### config.mk
export PLATFORM = sky130hd
export DESIGN_NAME = phase_ctl_reg
export DESIGN_NICKNAME = d
export VERILOG_FILES = /design/src/rtl/phase_ctl_pkg.sv /design/src/rtl/phase_sync.sv /design/src/rtl/mismatch_irq.sv /design/src/rtl/lbs_track.sv /design/src/rtl/phase_ctl_reg.sv
export SDC_FILE = /design/constraint.sdc
export NUM_CORES = 1
export LEC_CHECK = 0
export ABC_CLOCK_PERIOD_IN_PS = 2400
export CORE_AREA = 3 3 54 56
export DETAILED_ROUTE_END_ITERATION = 8
export DIE_AREA = 0 0 57 59
export SLEW_MARGIN = 20
export SYNTH_ARGS = -nofsm -noshare
export SYNTH_HDL_FRONTEND = slang
export SYNTH_HIERARCHICAL = 1
export SYNTH_SLANG_ARGS = --single-unit
### constraint.sdc
create_clock -name clk -period 2.4 [get_ports clk]
set_input_delay 0.24 -clock clk [delete_from_list [all_inputs] [get_ports clk]]
set_output_delay 0.24 -clock clk [all_outputs]
set_load 0.05 [all_outputs]
### src/rtl/phase_ctl_pkg.sv
package phase_ctl_pkg;

    localparam int REG_W   = 8;
    localparam int PHASE_W = 3;

    // bit positions that software decodes
    localparam int BIT_IO   = 0;
    localparam int BIT_CD   = 1;
    localparam int BIT_MSG  = 2;
    localparam int BIT_REQ  = 3;
    localparam int BIT_LBS  = 7;

    // phase code as {msg, cd, io}
    typedef enum logic [PHASE_W-1:0] {
        PH_DATA_OUT = 3'b000,
        PH_DATA_IN  = 3'b001,
        PH_COMMAND  = 3'b010,
        PH_STATUS   = 3'b011,
        PH_RSVD_OUT = 3'b100,
        PH_RSVD_IN  = 3'b101,
        PH_MSG_OUT  = 3'b110,
        PH_MSG_IN   = 3'b111
    } phase_e;

    typedef struct packed {
        logic               areq;
        logic [PHASE_W-1:0] phase;
    } ctl_bits_t;

    typedef struct packed {
        logic req;
        logic msg;
        logic cd;
        logic io;
    } bus_drv_t;

endpackage

### src/rtl/phase_sync.sv
module phase_sync
    import phase_ctl_pkg::*;
#(
    parameter int SYNC_STAGES = 2
) (
    input  logic               clk,
    input  logic               rst_n,
    input  logic               req_n_i,
    input  logic [PHASE_W-1:0] phase_i,
    output logic               req_fall_o,
    output logic [PHASE_W-1:0] phase_o
);

    localparam int LANE_W = PHASE_W + 1;
    localparam logic [LANE_W-1:0] LANE_RST = {1'b1, {PHASE_W{1'b0}}};

    typedef struct packed {
        logic [SYNC_STAGES-1:0][LANE_W-1:0] pipe;
        logic                               req_n_prev;
    } sync_st_t;

    sync_st_t st_d, st_q;

    always_comb begin
        st_d = st_q;
        st_d.pipe[0] = {req_n_i, phase_i};
        for (int i = 1; i < SYNC_STAGES; i++) begin
            st_d.pipe[i] = st_q.pipe[i-1];
        end
        st_d.req_n_prev = st_q.pipe[SYNC_STAGES-1][LANE_W-1];
    end

    always_ff @(posedge clk or negedge rst_n) begin
        if (!rst_n) begin
            st_q.pipe       <= {SYNC_STAGES{LANE_RST}};
            st_q.req_n_prev <= 1'b1;
        end else begin
            st_q <= st_d;
        end
    end

    assign req_fall_o = st_q.req_n_prev & ~st_q.pipe[SYNC_STAGES-1][LANE_W-1];
    assign phase_o    = st_q.pipe[SYNC_STAGES-1][PHASE_W-1:0];


    fall_single_chk: assert property (@(posedge clk) disable iff (!rst_n)
        req_fall_o |=> !req_fall_o);

endmodule

### src/rtl/mismatch_irq.sv
module mismatch_irq
    import phase_ctl_pkg::*;
(
    input  logic               clk,
    input  logic               rst_n,
    input  logic               arm_i,
    input  logic               req_fall_i,
    input  logic [PHASE_W-1:0] obs_phase_i,
    input  logic [PHASE_W-1:0] exp_phase_i,
    input  logic               clr_i,
    output logic               irq_o
);

    typedef struct packed {
        logic irq;
    } irq_st_t;

    irq_st_t st_d, st_q;
    logic    hit;

    always_comb begin
        hit  = arm_i && req_fall_i && (obs_phase_i != exp_phase_i);
        st_d = st_q;
        if (clr_i) begin
            st_d.irq = 1'b0;
        end
        if (hit) begin
            st_d.irq = 1'b1;
        end
    end

    always_ff @(posedge clk or negedge rst_n) begin
        if (!rst_n) begin
            st_q <= '0;
        end else begin
            st_q <= st_d;
        end
    end

    assign irq_o = st_q.irq;


    irq_cause_chk: assert property (@(posedge clk) disable iff (!rst_n)
        $rose(irq_o) |-> $past(arm_i && req_fall_i));


    irq_hold_chk: assert property (@(posedge clk) disable iff (!rst_n)
        (irq_o && !clr_i) |=> irq_o);

endmodule

### src/rtl/lbs_track.sv
module lbs_track (
    input  logic clk,
    input  logic rst_n,
    input  logic initiator_i,
    input  logic dma_start_i,
    input  logic dma_end_i,
    input  logic byte_sent_i,
    input  logic wr_clr_i,
    output logic lbs_o
);

    typedef struct packed {
        logic pend;
        logic lbs;
    } lbs_st_t;

    lbs_st_t st_d, st_q;

    always_comb begin
        st_d = st_q;
        if (wr_clr_i) begin
            st_d.lbs = 1'b0;
        end
        if (st_q.pend && byte_sent_i && initiator_i) begin
            st_d.lbs  = 1'b1;
            st_d.pend = 1'b0;
        end
        if (dma_end_i) begin
            st_d.pend = 1'b1;
        end
        if (dma_start_i) begin
            st_d.lbs  = 1'b0;
            st_d.pend = 1'b0;
        end
    end

    always_ff @(posedge clk or negedge rst_n) begin
        if (!rst_n) begin
            st_q <= '0;
        end else begin
            st_q <= st_d;
        end
    end

    assign lbs_o = st_q.lbs;


    lbs_cause_chk: assert property (@(posedge clk) disable iff (!rst_n)
        $rose(lbs_o) |-> $past(byte_sent_i && initiator_i));


    lbs_start_clr_chk: assert property (@(posedge clk) disable iff (!rst_n)
        dma_start_i |=> !lbs_o);

endmodule

### src/rtl/phase_ctl_reg.sv
module phase_ctl_reg
    import phase_ctl_pkg::*;
#(
    parameter int SYNC_STAGES = 2
) (
    input  logic             clk,
    input  logic             rst_n,
    input  logic             reg_wr_en_i,
    input  logic [REG_W-1:0] reg_wdata_i,
    output logic [REG_W-1:0] reg_rdata_o,
    input  logic             target_mode_i,
    input  logic             dma_mode_i,
    input  logic             irq_clr_i,
    input  logic             bus_req_n_i,
    input  logic             bus_io_i,
    input  logic             bus_cd_i,
    input  logic             bus_msg_i,
    input  logic             dma_start_i,
    input  logic             dma_end_i,
    input  logic             bus_byte_sent_i,
    output logic             bus_io_o,
    output logic             bus_cd_o,
    output logic             bus_msg_o,
    output logic             bus_req_o,
    output logic             phase_irq_o
);

    localparam int RSV_W = BIT_LBS - BIT_REQ - 1;

    typedef struct packed {
        ctl_bits_t ctl;
        bus_drv_t  drv;
    } top_st_t;

    top_st_t             st_d, st_q;
    logic                req_fall;
    logic [PHASE_W-1:0]  obs_phase;
    logic                lbs;
    logic                wr_lbs_clr;

    always_comb begin
        st_d = st_q;
        if (reg_wr_en_i) begin
            st_d.ctl.areq  = reg_wdata_i[BIT_REQ];
            st_d.ctl.phase = {reg_wdata_i[BIT_MSG], reg_wdata_i[BIT_CD], reg_wdata_i[BIT_IO]};
        end
        if (target_mode_i) begin
            st_d.drv.req = st_d.ctl.areq;
            st_d.drv.msg = st_d.ctl.phase[2];
            st_d.drv.cd  = st_d.ctl.phase[1];
            st_d.drv.io  = st_d.ctl.phase[0];
        end else begin
            st_d.drv = '0;
        end
    end

    always_ff @(posedge clk or negedge rst_n) begin
        if (!rst_n) begin
            st_q <= '0;
        end else begin
            st_q <= st_d;
        end
    end

    assign wr_lbs_clr = reg_wr_en_i && !reg_wdata_i[BIT_LBS];

    phase_sync #(
        .SYNC_STAGES(SYNC_STAGES)
    ) u_sync (
        .clk        (clk),
        .rst_n      (rst_n),
        .req_n_i    (bus_req_n_i),
        .phase_i    ({bus_msg_i, bus_cd_i, bus_io_i}),
        .req_fall_o (req_fall),
        .phase_o    (obs_phase)
    );

    mismatch_irq u_irq (
        .clk         (clk),
        .rst_n       (rst_n),
        .arm_i       (!target_mode_i && dma_mode_i),
        .req_fall_i  (req_fall),
        .obs_phase_i (obs_phase),
        .exp_phase_i (st_q.ctl.phase),
        .clr_i       (irq_clr_i),
        .irq_o       (phase_irq_o)
    );

    lbs_track u_lbs (
        .clk         (clk),
        .rst_n       (rst_n),
        .initiator_i (!target_mode_i),
        .dma_start_i (dma_start_i),
        .dma_end_i   (dma_end_i),
        .byte_sent_i (bus_byte_sent_i),
        .wr_clr_i    (wr_lbs_clr),
        .lbs_o       (lbs)
    );

    assign reg_rdata_o = {lbs, {RSV_W{1'b0}}, st_q.ctl.areq, st_q.ctl.phase};
    assign bus_io_o    = st_q.drv.io;
    assign bus_cd_o    = st_q.drv.cd;
    assign bus_msg_o   = st_q.drv.msg;
    assign bus_req_o   = st_q.drv.req;


    drive_gate_chk: assert property (@(posedge clk) disable iff (!rst_n)
        (bus_req_o || bus_msg_o || bus_cd_o || bus_io_o) |-> $past(target_mode_i));


    req_follow_chk: assert property (@(posedge clk) disable iff (!rst_n)
        (target_mode_i && !reg_wr_en_i) |=> (bus_req_o == reg_rdata_o[BIT_REQ]));


    lbs_wr_clr_chk: assert property (@(posedge clk) disable iff (!rst_n)
        (reg_wr_en_i && !reg_wdata_i[BIT_LBS] && !bus_byte_sent_i) |=> !reg_rdata_o[BIT_LBS]);

endmodule

## Yosys cells after proc, flatten, opt, wreduce, memory -nomap -nowiden

Index checks and enable logic that the tools add are counted.

- Memories: 0
- ROM bits: 0
- Bits in latches: 0
- Bits in registers: 20
- Memory bits (writable): 0
- Word-level logic and storage cells: 34
- Bits of input ports: 21

- Add/sub/neg operators: 0
- Multiply operators: 0
- Order comparisons: 0
- Shifts and indexed selects: 0
- Mux-type cells: 8
- Div/mod/pow operators: 0
- Bitwise gates (word level): 2
- Equal/unequal tests: 1
- Reduce and logical (&&, ||, !) cells: 11

Operator list:

| kind | number |
|---|---|
| 4-bit 2-to-1 mux | 2 |
| 1-bit logical AND | 6 |
| 3-bit nonzero test | 2 |
| 1-bit 2-to-1 mux | 4 |
| 2-bit 2-to-1 mux | 2 |
| 3-bit inequality test | 1 |
| 1-bit logical NOT | 2 |
| 2-bit nonzero test | 1 |
| 1-bit AND | 1 |
| 1-bit NOT | 1 |

## Logic depth before layout (Yosys ltp)

- Word-level depth: 6
- Mapped depth: 4

## Hierarchy

Netlist, hierarchy kept.

Modules (own cells, without submodules):

| module | cells an instance | area an instance (um^2) | instances | sequential area each (um^2) |
|---|---|---|---|---|
| phase_ctl_reg | 24 | 324.1 | 1 | 200.2 |
| phase_sync | 13 | 265.3 | 1 | 229.0 |
| lbs_track | 7 | 83.8 | 1 | 50.0 |
| mismatch_irq | 7 | 68.8 | 1 | 25.0 |

## Worst setup path before layout

OpenSTA, ideal clock, no wires.

- Kind: register to register
- From: register st_q (netlist bit reg_rdata_o[1])
- To: register u_irq.st_q, in the netlist u_irq/irq_o
- Slack: 1133 ps
- Buffers on the path: 0
- Clock period less this slack: 1267 ps
- Setup time: 132 ps
- Arrival: 1136 ps
- Stages on the path, launching flop included: 4
- Cells stage by stage: dfrtp_1 > xor2_1 > o311ai_1 > o21ai_1

- Cells in the longest elaborated chain, start to end: 3

Ends and longest elaborated chain:

| what | RTL line | source |
|---|---|---|
| start: declaration | phase_ctl_reg.sv:35 | `top_st_t st_d, st_q;` |
| start signal: assignment | phase_ctl_reg.sv:61 | `st_q <= st_d;` |
| 3-bit inequality test (*) | mismatch_irq.sv:22 | `hit = arm_i && req_fall_i && (obs_phase_i != exp_phase_i);` |
| 1-bit logical AND (*) | mismatch_irq.sv:22 |  |
| 1-bit 2-to-1 mux or 2-bit nonzero test (tied branches) | -- |  |
| end signal: assignment | mismatch_irq.sv:36 | `st_q <= st_d;` |
| end: declaration | mismatch_irq.sv:18 | `irq_st_t st_d, st_q;` |

Mark *: on every way between the ends. The rest lies on a longest branch, timed or not.
A chain may end at the register's enable or synchronous reset.

## Worst setup path after layout

- From: register st_q (netlist bit reg_rdata_o[1])
- To: output reg_rdata_o[1]

RTL lines:

| what | RTL line | source |
|---|---|---|
| end: declaration | phase_ctl_reg.sv:10 | `output logic [REG_W-1:0] reg_rdata_o,` |

No word-level cell between the ends.

==> key figures <==
Place
  – Cell Area, Placed: 0.001012 mm^2
  – PortBufs: 27
  – Post-DP HPWL: 963.5 um
  – Placed insts: 104
  – Setup Slack @ Placement: 871.9 ps
  – Placer congestion estimate: 0.6660

Route
  – Drt pass-1 iters: 2
  – DRT iter0 DRCs: 6
  – Avg WL per Cell: 11.66 um
  – Final ANT Viol Nets: 0
  – Post-route DRC violation count: 0
  – Vias: around 420
  – Avg Vias per Cell: 3.917
  – Final wirelength: 1.259 mm

Setup path
  – WS Path Type: flip-flop to primary output
  – CP required: 2160 ps
  – Largest stage delay, worst path: 820 ps
  – CP delay by family, top: buffers and inverters
  – Startpoint types: flip-flop
  – Critical-path maximum fanout: 3
  – Critical path capture point type: primary output
  – Bufs and invs on worst path: 1
  – Crit-path slowest cell: clkdlybuf4s50_1
  – Crit-path cells: clkdlybuf4s50_1
  – Worst EP arrival: 1530 ps

Clock network
  – Worst-Skew Late Latency: roughly 300 ps
  – Cts hold-fix bufs: 0
  – Clock Tree Root: clkbuf_4
  – Num CTS Buffers: 3
  – Clk sinks: 20
  – Clock Pin Slew Worst Setup and Hold Paths: 100 ps
  – CTS tree: done
  – Max H-tree Level: 1
  – Post_cts resized: 0
  – Clock Tree Buf Depth: 2
  – Post-CTS Setup Bufs: 0

Power
  – Leakage: 0.4578 nW
  – Total chip power: around 0.7 mW
  – VDD IR-drop max: 0.5186 mV
  – Power Dens Cells: about 680 mW/mm^2

Timing
  – Fin. max-slew vios: 0
  – Final min period: 1765 ps
  – Hold WS: 260.9 ps
  – Setup TNS: 0 ps
  – Final hold vios: 0
  – RSZ-0062 raised after global routing: no
  – Clock Skews: 3.055 ps
  – Final worst slack: roughly 630 ps
  – Tcrit/Tclk final: 0.7355
  – Setup violators final: 0
  – Slew headroom: 0.6634
  – Pin slew with the least headroom to its limit: 503.4 ps
  – Peak Freq: ~570 MHz

Finish
  – Cell area after layout: between 0.001 and 0.0015 mm^2
  – Inserted Diodes: 0
  – Area grow syn2layout: 41.32%
  – Area of the multi-input gates: around 190 um^2
  – Post-Layout Cell Count: 108
  – Layout filler cell count: about 250
  – Final nets: 100
  – Fraction of layout cells with a size suffix above 1: 0.1667
  – Max reg flops: 5
  – Layout Utilization: 0.4232
  – Area occupied by registers: 504.2 um^2

GRT
  – Largest net degree at the start of global routing: 21
  – Grt ovf: 0
  – GRT Overall Usage: 0.08449
  – First-pass GRT wire length: ~2.0 mm
  – Initial antenna violation count: 0
  – Vias in the first global route: ~440

Logic synthesis
  – Synth unique cells: 18
  – Synth Register Bits: 20
  – Post-Syn Area: 742.0 um^2
  – Synthesized instance count: 51
  – Yosys warns: 6
  – Sequential area share after synthesis: 0.6796
  – Syn avg cell area: 14.55 um^2

Die
  – Die ar.: 0.003363 mm^2
  – Core Area: 0.002477 mm^2
  – Initial Utilization: 0.2995
  – Die extent in y: 59 um
  – Number of I/O pins: 34
  – Die X-Extent: 57 um
  – Row Count: 18

Status
  – Outcome: completed

Flow run
  – Max_cap viols: 0

Hold path
  – Hold WC Path Type: input pin to asynchronous set/reset pin
==> Yosys cell counts <==
| cell | count | area, um^2 |
|---|---|---|
| conb_1 | 1 | 3.750 |
| nor2b_1 | 2 | 12.51 |
| a21boi_1 | 1 | 7.510 |
| nor2b_4 | 1 | 13.76 |
| buf_4 | 7 | 52.55 |
| nand3_1 | 1 | 5.000 |
| a21oi_1 | 1 | 5.000 |
| dfstp_2 | 3 | 78.83 |
| and2_1 | 4 | 25.02 |
| nand2b_1 | 1 | 6.260 |
| dfrtp_1 | 17 | 425.4 |
| xor2_1 | 3 | 26.28 |
| o21ai_1 | 1 | 5.000 |
| inv_1 | 2 | 7.510 |
| o21ba_1 | 1 | 10.01 |
| mux2_2 | 3 | 33.78 |
| o311ai_1 | 1 | 8.760 |
| mux2_4 | 1 | 15.01 |
==> power breakdown <==
part,internal [mW],switching (mW),leakage (nW)
Sequential,0.361,0.0114,0.240
Clock,0.0926,0.0978,0.0210
Combinational,0.0647,0.0854,0.197
==> layer usage <==
layer | wire length [um] | up-vias | global-route usage
li1 | - | 207 | -
met1 | 526 | 193 | 0.09902
met2 | 580 | 18 | 0.1240
met3 | 120 | 5 | 0.05011
met4 | 31 | 0 | 0.03974
met5 | 0 | - | 0
==> cell usage in the layout, fill, tap and decap left out <==
cell type and instances:
xor2_1 3, dfstp_2 3, dfrtp_1 17, buf_4 1, a21oi_1 1, o311ai_1 1
a21boi_1 1, clkbuf_8 1, nor2b_4 1, nand2b_1 1, clkdlybuf4s50_1 27, mux2_4 1
nor2b_1 2, and2_1 4, o21ai_1 1, o21ba_1 1, conb_1 3, nand3_1 1
mux2_2 3, clkbuf_4 3, inv_1 2
==> final timing paths <==
kind                           startpoint             end  slack [ps]  cells after the start
max                        reg_rdata_o[1]  reg_rdata_o[1]         630                      1
min                                 rst_n       bus_req_o         260                      2
max reg2reg                reg_rdata_o[1]     u_irq/irq_o        1280                      3
min reg2reg                u_sync/st_d[8]  u_sync/st_d[0]         360                      0
max in group asynchronous           rst_n  u_sync/st_d[8]        1870                      2
min in group clk              bus_req_n_i  u_sync/st_d[8]         330                      1
==> area by class of cell <==
type                            instances  area share
Multi-Input combinational cell         24      0.1766
Sequential cell                        20      0.4809
Clock buffer                            4     0.03461
Tap cell                               30     0.03580
Inverter                                2    0.007160
Timing Repair Buffer                   28      0.2649
==> kinds of logic after synthesis <==
group | count (synthesis) | share of synthesized area
buf+inv | 9 | 0.08095
flops | 20 | 0.6796
simple gates | 9 | 0.08430
xor+xnor | 3 | 0.03542
mux | 4 | 0.06576
other cells | 1 | 0.005054
compound gates | 5 | 0.04890
==> worst register-to-register path: stages, from the launching register on <==
cell	delay [ps]
dfrtp_1	420
xor2_1	170
o311ai_1	310
o21ai_1	110
Note: power is estimated with default switching activity, not from simulation.
